[src/rtl/pwr_seq_pkg.sv]
package pwr_seq_pkg;
  typedef enum logic [2:0] {
    ST_OFF,
    ST_SETTLE,
    ST_INIT,
    ST_HOLD,
    ST_RAMP,
    ST_RUN,
    ST_OVF,
    ST_UVF
  } seq_state_t;
endpackage

[src/rtl/pwr_seq_timer.sv]
module pwr_seq_timer #(
  parameter int TICK_DIV = 4,
  parameter int CNT_W    = 8
) (
  input  logic             clk,
  input  logic             rst,
  input  logic             clear,
  input  logic [CNT_W-1:0] target,
  output logic             done
);
  localparam int PRE_W = (TICK_DIV > 1) ? $clog2(TICK_DIV) : 1;

  logic [PRE_W-1:0] pre;
  logic [CNT_W-1:0] tcnt;
  logic             tick;

  assign tick = (pre == PRE_W'(TICK_DIV - 1));

  always_ff @(posedge clk) begin
    if (rst || clear) begin
      pre  <= '0;
      tcnt <= '0;
    end else begin
      if (tick) pre <= '0;
      else      pre <= pre + PRE_W'(1);
      if (tick && (tcnt != target)) tcnt <= tcnt + CNT_W'(1);
    end
  end

  // expired, or expiring on this very tick
  assign done = (tcnt == target) || (tick && (tcnt == target - CNT_W'(1)));


  tick_count_bound_chk: assert property (@(posedge clk) disable iff (rst)
    !clear |=> (tcnt <= target));
endmodule

[src/rtl/pwr_seq_fsm.sv]
module pwr_seq_fsm
  import pwr_seq_pkg::*;
#(
  parameter int SETTLE_TICKS = 4000,
  parameter int INIT_TICKS   = 800,
  parameter int CNT_W        = 12
) (
  input  logic             clk,
  input  logic             rst,
  input  logic             por_ok,
  input  logic             samp_done,
  input  logic             ss_done,
  input  logic             ext_en,
  input  logic             ov_det,
  input  logic             uv_det,
  input  logic             tmr_done,
  output seq_state_t       state_q,
  output seq_state_t       nxt,
  output logic             tmr_clear,
  output logic [CNT_W-1:0] tmr_target
);
  always_comb begin
    nxt = state_q;
    if (!por_ok) begin
      nxt = ST_OFF;
    end else begin
      unique case (state_q)
        ST_OFF:    nxt = ST_SETTLE;
        ST_SETTLE: if (ov_det) nxt = ST_OVF;
                   else if (tmr_done && samp_done) nxt = ST_INIT;
        ST_INIT:   if (ov_det) nxt = ST_OVF;
                   else if (tmr_done) nxt = ext_en ? ST_RAMP : ST_HOLD;
        ST_HOLD:   if (ov_det) nxt = ST_OVF;
                   else if (ext_en) nxt = ST_RAMP;
        ST_RAMP:   if (ov_det) nxt = ST_OVF;
                   else if (ss_done) nxt = ST_RUN;
        ST_RUN:    if (ov_det) nxt = ST_OVF;
                   else if (uv_det) nxt = ST_UVF;
        ST_OVF:    nxt = ST_OVF;
        ST_UVF:    nxt = ST_UVF;
        default:   nxt = ST_OFF;
      endcase
    end
  end

  assign tmr_clear  = (nxt != state_q);
  assign tmr_target = (state_q == ST_INIT) ? CNT_W'(INIT_TICKS) : CNT_W'(SETTLE_TICKS);

  always_ff @(posedge clk) begin
    if (rst) state_q <= ST_OFF;
    else     state_q <= nxt;
  end


  hold_until_enable_chk: assert property (@(posedge clk) disable iff (rst)
    (state_q == ST_HOLD && por_ok && !ext_en && !ov_det) |=> (state_q == ST_HOLD));


  uv_ignored_in_ramp_chk: assert property (@(posedge clk) disable iff (rst)
    (state_q == ST_RAMP && por_ok && !ov_det && !ss_done) |=> (state_q == ST_RAMP));
endmodule

[src/rtl/pwr_seq_outreg.sv]
module pwr_seq_outreg
  import pwr_seq_pkg::*;
#(
  parameter int PULSE_HALF = 16
) (
  input  logic       clk,
  input  logic       rst,
  input  seq_state_t state_q,
  input  seq_state_t nxt,
  input  logic       pg_in_win,
  output logic       ls_drv_off,
  output logic       ls_pulse,
  output logic       samp_start,
  output logic       ss_en,
  output logic       ea_en,
  output logic       uv_arm,
  output logic       pgood,
  output logic       ov_latched,
  output logic       uv_latched
);
  localparam int PC_W = (PULSE_HALF > 1) ? $clog2(PULSE_HALF) : 1;

  logic [PC_W-1:0] pc;
  logic            active;

  assign active = (nxt == ST_RAMP) || (nxt == ST_RUN);

  always_ff @(posedge clk) begin
    if (rst) begin
      ls_drv_off <= 1'b1;
      samp_start <= 1'b0;
      ss_en      <= 1'b0;
      ea_en      <= 1'b0;
      uv_arm     <= 1'b0;
      pgood      <= 1'b0;
      ov_latched <= 1'b0;
      uv_latched <= 1'b0;
    end else begin
      ls_drv_off <= !(active || (nxt == ST_OVF));
      samp_start <= (nxt == ST_SETTLE);
      ss_en      <= active;
      ea_en      <= active;
      uv_arm     <= (nxt == ST_RUN);
      pgood      <= (nxt == ST_RUN) && pg_in_win;
      ov_latched <= (nxt == ST_OVF);
      uv_latched <= (nxt == ST_UVF);
    end
  end

  always_ff @(posedge clk) begin
    if (rst || (nxt != ST_OVF)) begin
      ls_pulse <= 1'b0;
      pc       <= '0;
    end else if (state_q != ST_OVF) begin
      ls_pulse <= 1'b1;
      pc       <= '0;
    end else if (pc == PC_W'(PULSE_HALF - 1)) begin
      ls_pulse <= ~ls_pulse;
      pc       <= '0;
    end else begin
      pc <= pc + PC_W'(1);
    end
  end


  pulse_starts_high_chk: assert property (@(posedge clk) disable iff (rst)
    $rose(ov_latched) |-> ls_pulse);


  pgood_window_chk: assert property (@(posedge clk) disable iff (rst)
    pgood |-> ($past(pg_in_win) && uv_arm));
endmodule

[src/rtl/pwr_seq_ctrl.sv]
module pwr_seq_ctrl
  import pwr_seq_pkg::*;
#(
  parameter int TICK_DIV     = 4,
  parameter int SETTLE_TICKS = 4000,
  parameter int INIT_TICKS   = 800,
  parameter int PULSE_HALF   = 16
) (
  input  logic clk,
  input  logic rst,
  input  logic por_ok,
  input  logic samp_done,
  input  logic ss_done,
  input  logic ext_en,
  input  logic pg_in_win,
  input  logic ov_det,
  input  logic uv_det,
  output logic ls_drv_off,
  output logic ls_pulse,
  output logic samp_start,
  output logic ss_en,
  output logic ea_en,
  output logic uv_arm,
  output logic pgood,
  output logic ov_latched,
  output logic uv_latched
);
  localparam int MAX_TICKS = (SETTLE_TICKS > INIT_TICKS) ? SETTLE_TICKS : INIT_TICKS;
  localparam int CNT_W     = $clog2(MAX_TICKS + 1);

  seq_state_t       state_q;
  seq_state_t       nxt;
  logic             tmr_clear;
  logic             tmr_done;
  logic [CNT_W-1:0] tmr_target;

  pwr_seq_timer #(
    .TICK_DIV (TICK_DIV),
    .CNT_W    (CNT_W)
  ) u_timer (
    .clk    (clk),
    .rst    (rst),
    .clear  (tmr_clear),
    .target (tmr_target),
    .done   (tmr_done)
  );

  pwr_seq_fsm #(
    .SETTLE_TICKS (SETTLE_TICKS),
    .INIT_TICKS   (INIT_TICKS),
    .CNT_W        (CNT_W)
  ) u_fsm (
    .clk        (clk),
    .rst        (rst),
    .por_ok     (por_ok),
    .samp_done  (samp_done),
    .ss_done    (ss_done),
    .ext_en     (ext_en),
    .ov_det     (ov_det),
    .uv_det     (uv_det),
    .tmr_done   (tmr_done),
    .state_q    (state_q),
    .nxt        (nxt),
    .tmr_clear  (tmr_clear),
    .tmr_target (tmr_target)
  );

  pwr_seq_outreg #(
    .PULSE_HALF (PULSE_HALF)
  ) u_out (
    .clk        (clk),
    .rst        (rst),
    .state_q    (state_q),
    .nxt        (nxt),
    .pg_in_win  (pg_in_win),
    .ls_drv_off (ls_drv_off),
    .ls_pulse   (ls_pulse),
    .samp_start (samp_start),
    .ss_en      (ss_en),
    .ea_en      (ea_en),
    .uv_arm     (uv_arm),
    .pgood      (pgood),
    .ov_latched (ov_latched),
    .uv_latched (uv_latched)
  );


  settle_needs_sample_chk: assert property (@(posedge clk) disable iff (rst)
    ($fell(samp_start) && $past(por_ok) && !ov_latched) |-> $past(samp_done));


  ramp_needs_enable_chk: assert property (@(posedge clk) disable iff (rst)
    $rose(ss_en) |-> $past(ext_en));


  uv_trip_chk: assert property (@(posedge clk) disable iff (rst)
    (uv_arm && uv_det && por_ok && !ov_det) |=> uv_latched);


  ov_hold_chk: assert property (@(posedge clk) disable iff (rst)
    (ov_latched && por_ok) |=> ov_latched);


  uv_hold_chk: assert property (@(posedge clk) disable iff (rst)
    (uv_latched && por_ok) |=> uv_latched);


  por_clear_chk: assert property (@(posedge clk) disable iff (rst)
    !por_ok |=> (!ov_latched && !uv_latched && !pgood && ls_drv_off));
endmodule

[config.mk]
export PLATFORM = sky130hd
export DESIGN_NAME = pwr_seq_ctrl
export DESIGN_NICKNAME = d
export VERILOG_FILES = /design/src/rtl/pwr_seq_pkg.sv /design/src/rtl/pwr_seq_timer.sv /design/src/rtl/pwr_seq_fsm.sv /design/src/rtl/pwr_seq_outreg.sv /design/src/rtl/pwr_seq_ctrl.sv
export SDC_FILE = /design/constraint.sdc
export NUM_CORES = 1
export LEC_CHECK = 0
export ABC_AREA = 1
export BUFFER_PORTS_ARGS = -buffer_cell sky130_fd_sc_hd__buf_2
export CORE_UTILIZATION = 55
export DETAILED_ROUTE_END_ITERATION = 10
export GPL_TIMING_DRIVEN = 0
export PLACE_DENSITY = 0.78
export SLEW_MARGIN = 25
export SYNTH_ARGS = -nofsm -noshare
export SYNTH_HDL_FRONTEND = slang
export SYNTH_SLANG_ARGS = --single-unit
[constraint.sdc]
create_clock -name clk -period 2.35 [get_ports clk]
set_clock_uncertainty 0.1 [all_clocks]
set_input_delay 0 -clock clk [delete_from_list [all_inputs] [get_ports clk]]
set_output_delay 0 -clock clk [all_outputs]
set_load 0.05 [all_outputs]
==> summary.md, run 1 <==
| Metric | Value |
|---|---|
| Status | finished clean |
| Die height | 54.32 µm |
| Residual DRC count | 0 |
| Portion of netlist area occupied by mux cells | 0% |
| CTS Buffer Depth | 2 |
| Power Density | 588.2 nW/µm² |
| Buf+Inv Stages, Crit Path | 1 |
| Worst-Margin Slew | 325.1 ps |
| Shortest period the worst path allows | 2179 ps |
| Critical path data arrival time | 2350 ps |
| Commonest cells in the netlist | 40 x nand2_1, 29 x dfxtp_1, 23 x nor2_1 |
| CP endpoint kind | flip-flop |
| FMAX | 458.8 MHz |
| Aggregate global-route resource usage | 22.29% |
| Min-delay src | samp_done |
| Syn-to-layout area delta | 17.21% |
| Post-Synth Adder-Cell Area | 3.325% |
| Initial antenna violation count | 0 |
| Post-Synth XOR/XNOR Area | 6.401% |
| Count leader, synth | nand2_1 |
| Synthesis Warnings | 0 |
| Routed vias | 1321 |
| Max IR drop VDD | 450.5 µV |
| Simple-Gate Fraction of Synth Area | 39.07% |
| Multi-input logic area | 810.8 µm² |
| MaxCap Viol Count | 0 |
| FF/Latch Area | 583.1 µm² |
| Number of port buffers | 17 |
| Sequential power share | 48.9% |
| CTS tree | done |
| Sum Neg Setup Slack | 0 ps |
| Setup ws final | 170.6 ps |
| Cell taking the most area after synthesis | dfxtp_1 |
| Dpl ws | 181.7 ps |
| Ys async rst share | 0% |
| Most used cell, CP | nand2_1 |
| Cells after Synth | 201 |
| Chip Width | 54.32 µm |
| Latest clock arrival within the worst-skew pair | 320 ps |
| Largest net degree at the start of global routing | 11 |
| 1st-pass router iterations | 4 |
| Synthesized flop and latch total | 29 |
| CP max stage cell | dlygate4sd3_1 |
| Unrepaired setup endpoints after global routing | false |
| Worst slew margin | 78.16% |
| Setup Viol. Count Final | 0 |
| Share of cells above drive strength 1 | 23.48% |
| Netlist Area Pre-Place | 1505 µm² |
| R2r endpoint | u_fsm.state_q[2] |
| Max stage delay on crit path | 550 ps |
| Vias in the first global route | 1174 |
| Max-slew violation count | 0 |
| GRT overflow | 0 |
| CTS Buf Count | 5 |
| Post-synthesis sequential area ratio | 38.57% |
| WL/cell | 11.42 µm |
| Post-synth EDFFs | 0 |
| Lkg Pwr | 0.8483 nW |
| Hold path cells | 6 |
| Switching share of power | 23.41% |
| Antenna Nets Post-Route | 0 |
| H-tree depth | 2 |
| DR vias/cell | 5.081 |
| Die area | 2950 µm² |
| Final RePlAce weighted congestion | 0.8551 |
| Synth Area in Compound Gates | 4.489% |
| Internal Power | 794.7 µW |
| Crit start category | flip-flop |
| DP HPWL | 2200 µm |
| Root buffer cell | clkbuf_4 |
| WL final | 2969 µm |
| Critical Path Source | u_timer.tcnt[0] |
| Crit path required time | 2520 ps |
| Reg2Reg Depth | 12 |
| Net count of the finished layout | 242 |
| Delay-heaviest family, CP | simple AND/OR/NAND/NOR gates |
| Starting Density | 59.67% |
| Core Region | 2522 µm² |
| First-pass GRT wire length | 4609 µm |
| Hold WC Path Type | in2reg |
| Top cell type's share of synthesized area | 38.57% |
| Combinational power share | 10.8% |
| Final core utilization | 69.94% |
| Fin crit share | 92.74% |
| Clock network fraction of total power | 40.3% |
| Hold Fails Final Rpt | 0 |
| Clock transition at path regs | 90 ps |
| Yosys cell types | 24 |
| Crit path kind | reg2reg |
| Sink Count | 29 |
| Post CTS Setup Buffer Count | 0 |
| Iteration-0 DRC Markers | 29 |
| Fillers | 228 |
| Reg2Reg Launch Point | u_timer.tcnt[0] |
| Switching power | 242.9 µW |
| Hold Path Sink | u_out.uv_arm |
| Syn Area/Cell | 7.489 µm² |
| Largest cells by area after synthesis | dfxtp_1 39%, nand2_1 10%, nor2_1 5.7% |
| Syn_nets | 214 |
| Antenna cells | 0 |
| # IOs | 18 |
| Ys flop type | dfxtp_1 |
| Crit-path max FO | 4 |
| Largest family of logic cells by synthesized area | simple AND/OR/NAND/NOR gates |
| Critical-path cell list | ha_1 > nand2_1 > nor2_2 > nand2_1 > nand2_2 > nand3_1 > nand2_1 > nand2_1 > nand2_1 > nand2_2 > nor2_4 > dlygate4sd3_1 |
| R2r setup slk | 170 ps |
| # rows | 18 |
power groups by stage:
stage / logic (mW) / registers (mW) / clock network [mW]
floorplan: 0.0663 / 0.527 / 0
global placement: 0.103 / 0.518 / 0
detailed placement: 0.106 / 0.518 / 0
CTS: 0.111 / 0.507 / 0.429
global route: 0.125 / 0.509 / 0.457
finish: 0.112 / 0.507 / 0.418
state kept, by name, indices dropped and copies added, names as in the netlist, 2 cells and up:
register,cells
u_out.pc,4
u_timer.tcnt,12
u_fsm.state_q,3
u_timer.pre,2
layout make-up:
cell class | count | area share (%)
well taps | 30 | 2.128
plain buffers | 4 | 1.915
multi-input cells | 145 | 45.96
flip-flops and latches | 29 | 33.05
clock buffers | 7 | 3.121
inverters | 23 | 5.035
clock inverters | 1 | 1.702
repair buffers | 21 | 7.092
worst max-delay path by stage:
stage	endpoint	depth (start not counted)
after global placement	u_timer.pre[1]	14
after global routing	u_fsm.state_q[2]	12
after CTS	u_fsm.state_q[2]	12
final	u_fsm.state_q[2]	12
after floorplan	u_timer.pre[0]	14
after detailed placement	u_timer.pre[0]	14
placed cells by master, fill, tap and decap left out, drive strengths merged:
master       count
a21oi            7
and3            14
a211oi           1
inv             23
nand4            3
nor2            29
nor3             9
bufinv           1
nand2           46
ha               4
xnor2            4
clkbuf           7
nand3           14
buf             21
dfxtp           29
o21ai            5
dlygate4sd3      4
xor2             7
nor4             2
worst reg2reg max path, stage by stage (launching register included):
cell           delay, ps
dfxtp_2              370
ha_1                 200
nand2_1               80
nor2_2               120
nand2_1               80
nand2_2              120
nand3_1              110
nand2_1               70
nand2_1               50
nand2_1               90
nand2_2               90
nor2_4               120
dlygate4sd3_1        550
per-layer routing:
metal | routed length [µm] | part of all wire (%) | vias up | GRT usage [%]
met5 | 0 | 0 | - | 0
met4 | 39 | 1.3 | 0 | 8.120
met3 | 76 | 2.6 | 4 | 6.667
met2 | 1410 | 47 | 15 | 37.80
met1 | 1442 | 49 | 598 | 26.32
li1 | - | - | 704 | -
logic make-up after synthesis:
kind of cell / after synthesis
xor gates and xnor gates: 11
buffers and inverters: 27
DFF: 29
adders and majority gates: 4
and+or+nand+nor: 117
AOI/OAI and AO/OA: 13
timing repair:
item                                   4_1_cts  5_1_grt
endpoints found under the hold margin       11        0
hold buffers                                 4        0
gates resized for setup                      0        5
setup endpoints to repair                    0       16
per-stage QoR:
step	cell area, µm²	power, mW	hold WS, ps	cells
2_1_floorplan	1505	0.5936	-27.62	201
3_3_place_gp	1628	0.6210	137.1	248
3_5_place_dp	1628	0.6238	141.8	248
4_1_cts	1753	1.047	56.21	260
5_1_grt	1764	1.091	83.53	260
6_report	1764	1.038	64.89	260
(Power assumes the default switching activity.)
==> run 2, diff against run 1 <==
==> constraint.sdc (replaced) <==
create_clock -name clk -period 2.35 [get_ports clk]
set_clock_uncertainty 0.1 [all_clocks]
set_input_delay 0.47 -clock clk [delete_from_list [all_inputs] [get_ports clk]]
set_output_delay 0.47 -clock clk [all_outputs]
set_load 0.05 [all_outputs]
==> run 2 against run 1 <==
Effect of this change: clock power is essentially flat; critical path depth up 3; fmax is 2.6% higher; global-route usage is 0.17 points lower; utilization is 1.7 points lower; register-to-register slack improved by 50 ps; sequential power hardly changed; final cell count shrank 1.5%; via count is 0.91% lower; routed wire length is 1.5% lower; critical path type unchanged; critical endpoint is now u_timer.tcnt[1]; highest routed layer unchanged.
==> summary.md, run 2 (synthesis gave the netlist of run 1 again) <==
| Metric | Value |
|---|---|
| FMAX | 470.6 MHz (was 458.8 MHz) |
| Root buffer cell | clkbuf_4 (unchanged) |
| Shortest period the worst path allows | 2125 ps (was 2179 ps) |
| Syn-to-layout area delta | 14.38% (was 17.21%) |
| Chip Width | 54.32 µm (unchanged) |
| Max reg flops | 12 (unchanged) |
| Worst-Margin Slew | 325.4 ps (was 325.1 ps) |
| DR vias/cell | 5.113 (was 5.081) |
| Aggregate global-route resource usage | 22.11% (was 22.29%) |
| MaxCap Viol Count | 0 (unchanged) |
| Critical path data arrival time | 2280 ps (was 2350 ps) |
| Hold WC Path Type | in2reg (unchanged) |
| Number of port buffers | 17 (unchanged) |
| Fin crit share | 90.42% (was 92.74%) |
| Final RePlAce weighted congestion | 0.8551 (unchanged) |
| H-tree depth | 2 (unchanged) |
| WL/cell | 11.43 µm (was 11.42 µm) |
| Starting Density | 59.67% (unchanged) |
| CTS Buf Count | 5 (unchanged) |
| Commonest cells after routing, fill and taps aside | 39 x nand2_1, 27 x dfxtp_1, 23 x nor2_1 (was 38 x nand2_1, 27 x dfxtp_1, 23 x nor2_1) |
| CTS Buffer Depth | 2 (unchanged) |
| Number of hold buffers added after cts | 0 (was 4) |
| Antenna Nets Post-Route | 0 (unchanged) |
| Initial antenna violation count | 0 (unchanged) |
| CP endpoint kind | flip-flop (unchanged) |
| Hold WS | 286.9 ps (was 64.89 ps) |
| Post CTS Setup Buffer Count | 0 (unchanged) |
| GRT overflow | 0 (unchanged) |
| Largest net degree at the start of global routing | 11 (unchanged) |
| CTS tree | done (unchanged) |
| Final instance area | 1722 µm² (was 1764 µm²) |
| Biggest regs | u_timer.tcnt: 12 flops, u_out.pc: 4 flops, u_fsm.state_q: 3 flops (unchanged) |
| Vias in the first global route | 1154 (was 1174) |
| Worst slew margin | 78.14% (was 78.16%) |
| Top reg by flops | u_timer.tcnt (unchanged) |
| Crit path kind | reg2reg (unchanged) |
| Net count of the finished layout | 238 (was 242) |
| # rows | 18 (unchanged) |
| Cells after DPL | 248 (unchanged) |
| Final core utilization | 68.25% (was 69.94%) |
| Latest clock arrival within the worst-skew pair | 320 ps (about the same) |
| 1st-pass router iterations | 4 (unchanged) |
| DP HPWL | 2200 µm (unchanged) |
| Routed vias | 1309 (was 1321) |
| R2r setup slk | 230 ps (was 170 ps) |
| Setup Viol. Count Final | 0 (unchanged) |
| Share of cells above drive strength 1 | 23.45% (was 23.48%) |
| Pwr Total | 1.032 mW (was 1.038 mW) |
| First-pass GRT wire length | 4554 µm (was 4609 µm) |
| Core Region | 2522 µm² (unchanged) |
| Hold Fails Final Rpt | 0 (unchanged) |
| Fillers | 236 (was 228) |
| Unrepaired setup endpoints after global routing | false (unchanged) |
| Max-slew violation count | 0 (unchanged) |
| Crit path required time | 2500 ps (was 2520 ps) |
| Crit start category | flip-flop (unchanged) |
| Placed Instance Area | 1628 µm² (unchanged) |
| Power Density | 599.6 nW/µm² (was 588.2 nW/µm²) |
| Final Non-Filler Cells | 256 (was 260) |
| WL final | 2925 µm (was 2969 µm) |
| Most common cell after layout, fill and taps aside | nand2_1 (unchanged) |
| Dpl ws | 181.7 ps (unchanged) |
| Die height | 54.32 µm (unchanged) |
| Sum Neg Setup Slack | 0 ps (unchanged) |
| Max IR drop VDD | 453.4 µV (was 450.5 µV) |
| Residual DRC count | 0 (unchanged) |
| Status | finished clean (unchanged) |
| Sink Count | 29 (unchanged) |
| Setup ws final | 225.1 ps (was 170.6 ps) |
| Iteration-0 DRC Markers | 32 (was 29) |
| Clock transition at path regs | 90 ps (about the same) |
| Lkg Pwr | 0.8284 nW (was 0.8483 nW) |
| # IOs | 18 (unchanged) |
| Antenna cells | 0 (unchanged) |
| Die area | 2950 µm² (unchanged) |
| Crit-path max FO | 10 (was 4) |
## run 2: changes by cell type in the layout (fill, tap and decap cells not counted)
cell           change
dlygate4sd3_1      -4
nand2_1            +1
nand2_2            -1
## run 2: power by group
| group | leakage (nW) | internal, mW | switching (mW) |
|---|---|---|---|
| combinational | 0.548 | 0.0360 | 0.0706 |
| clock | 0.0455 | 0.254 | 0.165 |
| sequential | 0.235 | 0.501 | 0.00642 |
## run 2: area by class of cell
class	instances	area [µm²]	share of cell area, %
plain buffers	4	33.78	1.962
clock buffers	7	55.05	3.198
clock inverters	1	30.03	1.744
inverters	23	88.84	5.160
multi-input cells	145	808.3	46.95
flip-flops and latches	29	583.1	33.87
well taps	30	37.54	2.180
repair buffers	17	85.08	4.942
## run 2: per-layer routing
metal	track usage, %	share of wire, %	vias up	wire [µm]
met5	0	0	-	0
met3	6.667	3.0	4	88
met1	26.49	48	594	1418
met2	36.99	47	15	1378
li1	-	-	696	-
met4	8.120	1.3	0	39
## run 2: repair_timing
action / in CTS / in global routing
endpoints found under the setup margin: 0 / 15
resized for setup: 0 / 4
endpoints found under the hold margin: 0 / 0
## run 2: worst paths after layout
check / depth (start not counted) / endpoint / start
max: 15 / u_timer.tcnt[1] / u_timer.tcnt[0]
min: 2 / u_out.pgood / pg_in_win
max reg2reg: 15 / u_timer.tcnt[1] / u_timer.tcnt[0]
min reg2reg: 1 / u_timer.pre[0] / u_timer.pre[0]
## run 2: worst max-delay path: stages, from the launching register on
cell     delay [ps]
dfxtp_2         370
ha_1            200
nand2_1          80
nor2_2          120
nand2_1          80
nand2_2         120
nand3_1         100
nand2_1          70
nand2_1          50
nand2_1          50
nand2_1          50
nand2_2         140
nor2_1           70
nor2_2          160
buf_6           150
and3_1          160
